## src/rtl/lcd_regs_pkg.sv

```systemverilog
package lcd_regs_pkg;

  localparam int DATA_W    = 32;
  localparam int NUM_REGS  = 2;
  localparam int REG_SEL_W = $clog2(NUM_REGS);
  localparam int MODE_W    = 2;
  localparam int ADDR_W    = REG_SEL_W + MODE_W;

  typedef enum logic [MODE_W-1:0] {
    MODE_WRITE = 2'd0,
    MODE_SET   = 2'd1,
    MODE_CLEAR = 2'd2,
    MODE_NONE  = 2'd3
  } acc_mode_e;

  // control word field positions
  localparam int CT_RUN    = 0;
  localparam int CT_MASTER = 1;
  localparam int CT_KEEP   = 2;
  localparam int CT_WL_LO  = 4;
  localparam int WL_W      = 2;
  localparam int CT_FMT_LO = 8;
  localparam int FMT_W     = 3;
  localparam int CT_GATE   = 30;
  localparam int CT_SRST   = 31;

  // format word field positions
  localparam int FW_MASK_LO = 0;
  localparam int MASK_W     = 4;
  localparam int FW_OUT_LO  = 4;
  localparam int OUT_W      = 3;

  localparam logic [MASK_W-1:0] MASK_RST = '1;
  localparam logic [OUT_W-1:0]  OUT_RST  = OUT_W'(4);

  localparam logic [DATA_W-1:0] CTRL_SOFT_MASK =
      (DATA_W'(1) << CT_MASTER) | (DATA_W'(1) << CT_KEEP) |
      (((DATA_W'(1) << WL_W) - 1) << CT_WL_LO) |
      (((DATA_W'(1) << FMT_W) - 1) << CT_FMT_LO);

  localparam logic [DATA_W-1:0] FMT_WORD_MASK =
      (((DATA_W'(1) << MASK_W) - 1) << FW_MASK_LO) |
      (((DATA_W'(1) << OUT_W) - 1) << FW_OUT_LO);

  localparam logic [DATA_W-1:0] FMT_WORD_RST =
      (DATA_W'(MASK_RST) << FW_MASK_LO) | (DATA_W'(OUT_RST) << FW_OUT_LO);

endpackage

```

## src/rtl/lcd_alias_merge.sv

```systemverilog
module lcd_alias_merge
  import lcd_regs_pkg::*;
#(
  parameter int W = DATA_W
) (
  input  logic [W-1:0] cur,
  input  logic [W-1:0] wdata,
  input  acc_mode_e    mode,
  output logic [W-1:0] merged
);

  always_comb begin
    case (mode)
      MODE_WRITE: merged = wdata;
      MODE_SET:   merged = cur | wdata;
      MODE_CLEAR: merged = cur & ~wdata;
      default:    merged = cur;
    endcase
  end

endmodule

```

## src/rtl/lcd_reset_handshake.sv

```systemverilog
module lcd_reset_handshake #(
  parameter int GATE_DELAY = 4
) (
  input  logic clk,
  input  logic rst_n,
  input  logic sw_we,
  input  logic sw_srst,
  input  logic sw_gate,
  output logic srst_q,
  output logic srst_d,
  output logic gate_q
);

  localparam int CNT_W = $clog2(GATE_DELAY + 1);

  logic             gate_d;
  logic             busy_q, busy_d;
  logic [CNT_W-1:0] cnt_q, cnt_d;
  logic             start;

  always_comb begin
    srst_d = sw_we ? sw_srst : srst_q;
    gate_d = sw_we ? sw_gate : gate_q;
    busy_d = busy_q;
    cnt_d  = cnt_q;
    start  = !srst_q && srst_d;
    if (start) begin
      busy_d = 1'b1;
      cnt_d  = CNT_W'(GATE_DELAY - 1);
    end else if (busy_q) begin
      if (!srst_d) begin
        busy_d = 1'b0;
      end else if (cnt_q == '0) begin
        busy_d = 1'b0;
        gate_d = 1'b1;
      end else begin
        cnt_d = cnt_q - 1'b1;
      end
    end
  end

  always_ff @(posedge clk or negedge rst_n) begin
    if (!rst_n) begin
      srst_q <= 1'b1;
      gate_q <= 1'b1;
      busy_q <= 1'b0;
      cnt_q  <= '0;
    end else begin
      srst_q <= srst_d;
      gate_q <= gate_d;
      busy_q <= busy_d;
      cnt_q  <= cnt_d;
    end
  end

  AST_GATE_FROM_HANDSHAKE: assert property (@(posedge clk) disable iff (!rst_n)
    ($rose(gate_q) && !$past(sw_we)) |-> $past(busy_q));

  AST_ABORT_CLEARS_BUSY: assert property (@(posedge clk) disable iff (!rst_n)
    $fell(srst_q) |-> !busy_q);

  AST_BUSY_ONLY_IN_RESET: assert property (@(posedge clk) disable iff (!rst_n)
    busy_q |-> srst_q);

endmodule

```

## src/rtl/lcd_run_ctrl.sv

```systemverilog
module lcd_run_ctrl (
  input  logic clk,
  input  logic rst_n,
  input  logic hold,
  input  logic set_req,
  input  logic clr_req,
  input  logic frame_done,
  input  logic keep_running,
  output logic run_q
);

  logic run_d;
  logic pend_q, pend_d;

  always_comb begin
    run_d  = run_q;
    pend_d = pend_q;
    if (hold) begin
      run_d  = 1'b0;
      pend_d = 1'b0;
    end else if (set_req) begin
      run_d  = 1'b1;
      pend_d = 1'b0;
    end else if (clr_req) begin
      if (run_q) pend_d = 1'b1;
    end else if (frame_done && run_q && (pend_q || !keep_running)) begin
      run_d  = 1'b0;
      pend_d = 1'b0;
    end
  end

  always_ff @(posedge clk or negedge rst_n) begin
    if (!rst_n) begin
      run_q  <= 1'b0;
      pend_q <= 1'b0;
    end else begin
      run_q  <= run_d;
      pend_q <= pend_d;
    end
  end

  AST_PENDING_KEEPS_RUN: assert property (@(posedge clk) disable iff (!rst_n)
    pend_q |-> run_q);

  AST_RUN_FALL_CAUSE: assert property (@(posedge clk) disable iff (!rst_n)
    $fell(run_q) |-> ($past(frame_done) || $past(hold)));

  AST_SET_WINS: assert property (@(posedge clk) disable iff (!rst_n)
    (set_req && !hold) |=> (run_q && !pend_q));

endmodule

```

## src/rtl/lcd_ctrl_regs.sv

```systemverilog
module lcd_ctrl_regs
  import lcd_regs_pkg::*;
#(
  parameter int GATE_DELAY = 4
) (
  input  logic                 clk,
  input  logic                 rst_n,
  input  logic                 wr_en,
  input  logic [ADDR_W-1:0]    wr_addr,
  input  logic [DATA_W-1:0]    wr_data,
  input  logic [REG_SEL_W-1:0] rd_sel,
  output logic [DATA_W-1:0]    rd_data,
  input  logic                 frame_done,
  output logic                 core_rst_n,
  output logic                 pix_clk_en,
  output logic                 run_active,
  output logic                 master_en,
  output logic [WL_W-1:0]      word_len,
  output logic [FMT_W-1:0]     fmt_flags,
  output logic [MASK_W-1:0]    pack_mask,
  output logic [OUT_W-1:0]     outstanding
);

  acc_mode_e            wr_mode;
  logic [REG_SEL_W-1:0] wr_reg;
  logic                 ctrl_we, fmtw_we;
  logic                 run_set, run_clr;
  logic                 srst_q, srst_d, gate_q, run_q;
  logic                 hold;

  logic [DATA_W-1:0] ctrl_q, ctrl_d;
  logic [DATA_W-1:0] fmtw_q, fmtw_d;
  logic [DATA_W-1:0] cur_word    [NUM_REGS];
  logic [DATA_W-1:0] merged_word [NUM_REGS];

  // address decode
  always_comb begin
    wr_mode = acc_mode_e'(wr_addr[MODE_W-1:0]);
    wr_reg  = wr_addr[ADDR_W-1:MODE_W];
    ctrl_we = wr_en && (wr_reg == REG_SEL_W'(0)) && (wr_mode != MODE_NONE);
    fmtw_we = wr_en && (wr_reg == REG_SEL_W'(1)) && (wr_mode != MODE_NONE);
  end

  // run intent depends only on data bit 0 of a control write
  always_comb begin
    run_set = 1'b0;
    run_clr = 1'b0;
    if (ctrl_we) begin
      case (wr_mode)
        MODE_WRITE: begin
          run_set = wr_data[CT_RUN];
          run_clr = !wr_data[CT_RUN];
        end
        MODE_SET:   run_set = wr_data[CT_RUN];
        MODE_CLEAR: run_clr = wr_data[CT_RUN];
        default: ;
      endcase
    end
  end

  // visible register words
  always_comb begin
    cur_word[0]          = ctrl_q;
    cur_word[0][CT_RUN]  = run_q;
    cur_word[0][CT_GATE] = gate_q;
    cur_word[0][CT_SRST] = srst_q;
    cur_word[1]          = fmtw_q;
  end

  genvar g;
  generate
    for (g = 0; g < NUM_REGS; g++) begin : g_merge
      lcd_alias_merge #(.W(DATA_W)) i_merge (
        .cur    (cur_word[g]),
        .wdata  (wr_data),
        .mode   (wr_mode),
        .merged (merged_word[g])
      );
    end
  endgenerate

  lcd_reset_handshake #(.GATE_DELAY(GATE_DELAY)) i_handshake (
    .clk     (clk),
    .rst_n   (rst_n),
    .sw_we   (ctrl_we),
    .sw_srst (merged_word[0][CT_SRST]),
    .sw_gate (merged_word[0][CT_GATE]),
    .srst_q  (srst_q),
    .srst_d  (srst_d),
    .gate_q  (gate_q)
  );

  always_comb hold = srst_q || srst_d;

  lcd_run_ctrl i_run (
    .clk          (clk),
    .rst_n        (rst_n),
    .hold         (hold),
    .set_req      (run_set),
    .clr_req      (run_clr),
    .frame_done   (frame_done),
    .keep_running (ctrl_q[CT_KEEP]),
    .run_q        (run_q)
  );

  // field registers: next state
  always_comb begin
    ctrl_d = ctrl_q;
    fmtw_d = fmtw_q;
    if (hold) begin
      ctrl_d = '0;
      fmtw_d = FMT_WORD_RST;
    end else begin
      if (ctrl_we) ctrl_d = merged_word[0] & CTRL_SOFT_MASK;
      if (fmtw_we) fmtw_d = merged_word[1] & FMT_WORD_MASK;
    end
  end

  always_ff @(posedge clk or negedge rst_n) begin
    if (!rst_n) begin
      ctrl_q <= '0;
      fmtw_q <= FMT_WORD_RST;
    end else begin
      ctrl_q <= ctrl_d;
      fmtw_q <= fmtw_d;
    end
  end

  // outputs
  always_comb begin
    rd_data     = cur_word[rd_sel];
    core_rst_n  = !srst_q;
    pix_clk_en  = !gate_q;
    run_active  = run_q;
    master_en   = ctrl_q[CT_MASTER];
    word_len    = ctrl_q[CT_WL_LO +: WL_W];
    fmt_flags   = ctrl_q[CT_FMT_LO +: FMT_W];
    pack_mask   = fmtw_q[FW_MASK_LO +: MASK_W];
    outstanding = fmtw_q[FW_OUT_LO +: OUT_W];
  end

  AST_FIELDS_HELD: assert property (@(posedge clk) disable iff (!rst_n)
    srst_q |=> (ctrl_q == '0 && fmtw_q == FMT_WORD_RST));

  AST_NONE_MODE_INERT: assert property (@(posedge clk) disable iff (!rst_n)
    (wr_en && wr_mode == MODE_NONE && !srst_q) |=> ($stable(ctrl_q) && $stable(fmtw_q)));

  AST_RESET_DROPS_RUN: assert property (@(posedge clk) disable iff (!rst_n)
    (srst_d && !srst_q) |=> !run_active);

endmodule

```

## config.mk

```make
export PLATFORM = sky130hd
export DESIGN_NAME = lcd_ctrl_regs
export DESIGN_NICKNAME = d
export VERILOG_FILES = /design/src/rtl/lcd_regs_pkg.sv /design/src/rtl/lcd_alias_merge.sv /design/src/rtl/lcd_reset_handshake.sv /design/src/rtl/lcd_run_ctrl.sv /design/src/rtl/lcd_ctrl_regs.sv
export SDC_FILE = /design/constraint.sdc
export NUM_CORES = 1
export LEC_CHECK = 0
export BUFFER_PORTS_ARGS = -buffer_cell sky130_fd_sc_hd__buf_4
export CORE_MARGIN = 3
export CORE_UTILIZATION = 41
export DETAILED_ROUTE_END_ITERATION = 10
export HOLD_SLACK_MARGIN = 0.06
export PLACE_DENSITY = 0.77
export SLEW_MARGIN = 20
export SYNTH_ARGS = -nofsm -noshare
export SYNTH_HDL_FRONTEND = slang
export SYNTH_SLANG_ARGS = --single-unit
```

## constraint.sdc

```tcl
create_clock -name clk -period 1.8 [get_ports clk]
set_input_delay 0.36 -clock clk [delete_from_list [all_inputs] [get_ports clk]]
set_output_delay 0.36 -clock clk [all_outputs]
set_load 0.02 [all_outputs]
```

==> metrics <==
Max Slew Vio Count 0; vias per inst ~5.2; vias in the first global route 1620; ys async rst share 1.00; Leak 1.09 nW; via count 1627; hold crit path type input pin to flip-flop; Avg WL per Cell 14.3 um; global-route wire length before repair ~7300 um; CP Max Fanout 8; first-iteration detailed-routing DRC count 69; Post-Route WL 4440 um; post-route ant nets 0; Total Power 1.58 mW; top cell type's share of synthesized area 0.222; Final Cycle Share 0.970; Die H roughly 70 um; WS Path Type input pin to flip-flop; setup TNS 0 ns; Detailed Routing Iterations Pass 1 4; final core utilization 0.588; IO buf count 47; largest net degree at the start of global routing 23; Setup violations, final 0; r2r worst-path depth 4; CTS clk-pin slew, worst paths 0.08 ns; sequential area share after synthesis 0.331; hold endpoint ctrl_q[10]; total grt overflow 0; CTS Sinks 22; f_max 0.573 GHz; Worst EP arrival ~1.9 ns; minimum clock period 1.75 ns; Core ar. approximately 0.0038 mm^2; fill count 355; worst path required time 1.97 ns; ant diodes 0; Nets 311; Startpoint Class input pin; Starting Density 0.442; hold path depth 2; cell area after layout 0.00225 mm^2; root buf cell clkbuf_8; num rows 22; Placer Congestion 0.833; Final Skew ~0.0031 ns; post-synthesis mux area share 0.0266; number of remaining DRC errors 0; Gate Count Post-Synth 194; dpl cell area 0.00218 mm^2; r2r setup slk ~0.17 ns; endpoint class of the critical path flip-flop; r2r endpoint i_handshake.cnt_q[2]; MaxCap Viol Count 0; CTS tree built; total CTS buffers 3; Die Area 0.00493 mm^2; Mapped Avg Cell Area ~8.7 um^2; DP HPWL 3450 um; clock latency on the worst-skew pair 0.26 ns; Die X between 70 and 80 um; synthesis-to-finish area growth 33.1%; Yosys top cell by area dfrtp_1; clock buffer depth 2; reg2reg start i_handshake.srst_q; hold path start wr_data[10]; EDFF count, synth 0; Yosys reg bits 22; Mapped Area 0.00169 mm^2; post-synthesis simple-gate area fraction 0.192; Post-Synth XOR/XNOR Area 0; Synth cell types 49; ratio of cells with drive above 1 in the final layout 0.373; I/O Pins 88; P per Cell Area 703 mW/mm^2; most common flop cell mapped by yosys dfrtp_1; Area contributors post-synth dfrtp_1 (22%), dfstp_2 (11%), buf_4 (8.9%); Max rail drop VDD roughly 0.00025 V; Final Hold Fails 0; Compound-Gate Fraction of Synth Area 0.258; warnings from Yosys 0; dpl cells about 300; H-tree lvl count 1; RSZ-0062 raised after global routing no; Synth Area in Adders 0.0518; final non-filler cell total 311; main combinational cell family by area after synthesis compound AO/OA/AOI/OAI gates; initial antenna violation count 0; status completed; overall global routing resource usage 0.180
per-layer routing:
metal  up-vias  part of all wire  track usage
li1        788                 -            -
met1       776              0.43        0.232
met2        59              0.50        0.320
met3         4             0.053       0.0187
met4         0             0.011       0.0447
met5         -                 0            0
worst max-delay path, cell delays in order:
cell	delay [ns]
buf_4	0.13
ha_4	0.15
or3b_1	0.43
buf_4	0.21
a2111oi_0	0.45
o32ai_1	0.17
area by class of cell:
| class | count | area, um^2 | area share |
|---|---|---|---|
| tap | 48 | 60.1 | 0.0267 |
| timing repair buffer | 73 | 551 | 0.245 |
| inverter | 10 | 40.0 | 0.0178 |
| multi-input combinational | 154 | 986 | 0.438 |
| sequential | 22 | 559 | 0.248 |
| clock buffer | 4 | 55.1 | 0.0245 |
power by group:
| part | switching, mW | internal, mW | total, mW | leakage [nW] |
|---|---|---|---|---|
| registers | 0.0424 | 0.560 | 0.603 | 0.277 |
| clock network | 0.159 | 0.195 | 0.353 | 0.0288 |
| logic | 0.358 | 0.268 | 0.626 | 0.780 |
| total | 0.559 | 1.02 | 1.58 | 1.09 |
registers in the layout (all words and copies together), names as in the netlist:
register            flops
ctrl_q                  7
fmtw_q                  7
i_handshake.cnt_q       3
i_handshake.busy_q      1
i_handshake.gate_q      1
i_handshake.srst_q      1
i_run.pend_q            1
i_run.run_q             1
cell usage in the layout, fill, tap and decap left out, types with 4 or more instances in the layout:
cell	synthesis	layout
conb_1	1	20
dfstp_2	7	7
o21ai_0	12	12
a21oi_1	18	18
nor2b_1	7	7
mux2_2	4	4
dfrtp_1	15	15
ha_1	7	5
a22o_1	6	6
o21ai_1	6	6
nand2b_1	6	6
nand3_1	4	4
buf_4	20	72
clkbuf_8	0	4
nand2_1	9	9
nor2_1	19	18
o31ai_1	4	4
inv_1	9	9
metrics by stage:
| step | hold WS, ns | worst slack [ns] |
|---|---|---|
| floorplan | 0.0644 | 0.0277 |
| global placement | 0.267 | -0.147 |
| detailed placement | 0.267 | -0.220 |
| CTS | 0.337 | 0.0566 |
| global route | 0.350 | 0.00394 |
| finish | 0.340 | 0.0533 |
cells in the mapped netlist, drive strengths merged (2+ instances only):
| cell | number |
|---|---|
| dfstp | 7 |
| a211oi | 3 |
| o31ai | 4 |
| nor2 | 19 |
| nor2b | 7 |
| o311ai | 3 |
| ha | 7 |
| nand2 | 9 |
| buf | 25 |
| or3b | 2 |
| dfrtp | 15 |
| inv | 10 |
| o21ai | 18 |
| nand2b | 6 |
| nand3 | 4 |
| mux2 | 4 |
| a22o | 6 |
| and2 | 3 |
| clkbuf | 2 |
| a21oi | 18 |
timing repair:
| action | 4_1_cts | 5_1_grt |
|---|---|---|
| endpoints found under the setup margin | 0 | 9 |
| hold endpoints to repair | 15 | 0 |
| gates resized for setup | 0 | 2 |
| buffers inserted | 0 | 0 |
| hold buffers | 1 | 0 |
worst max-delay path by stage:
stage	from	to	slack (ns)	cells past startpoint
final	wr_addr[0]	i_handshake.gate_q	0.05	6
after global routing	wr_addr[0]	i_handshake.gate_q	0.004	6
after detailed placement	wr_addr[1]	i_handshake.gate_q	-0.22	6
after floorplan	wr_addr[1]	fmtw_q[4]	0.03	8
after global placement	wr_addr[1]	ctrl_q[9]	-0.15	7
after CTS	wr_addr[1]	i_handshake.gate_q	0.06	6
cell families (layout without fill, tap and decap cells):
logic type | after synthesis | in the layout
flip-flops | 22 | 22
AO/OA/AOI/OAI | 65 | 65
AND/OR/NAND/NOR | 58 | 58
multiplexers | 4 | 4
other | 1 | 20
buffers and inverters | 37 | 87
adder cells (fa/ha/maj) | 7 | 7
Power figures use the tool's default switching activity.
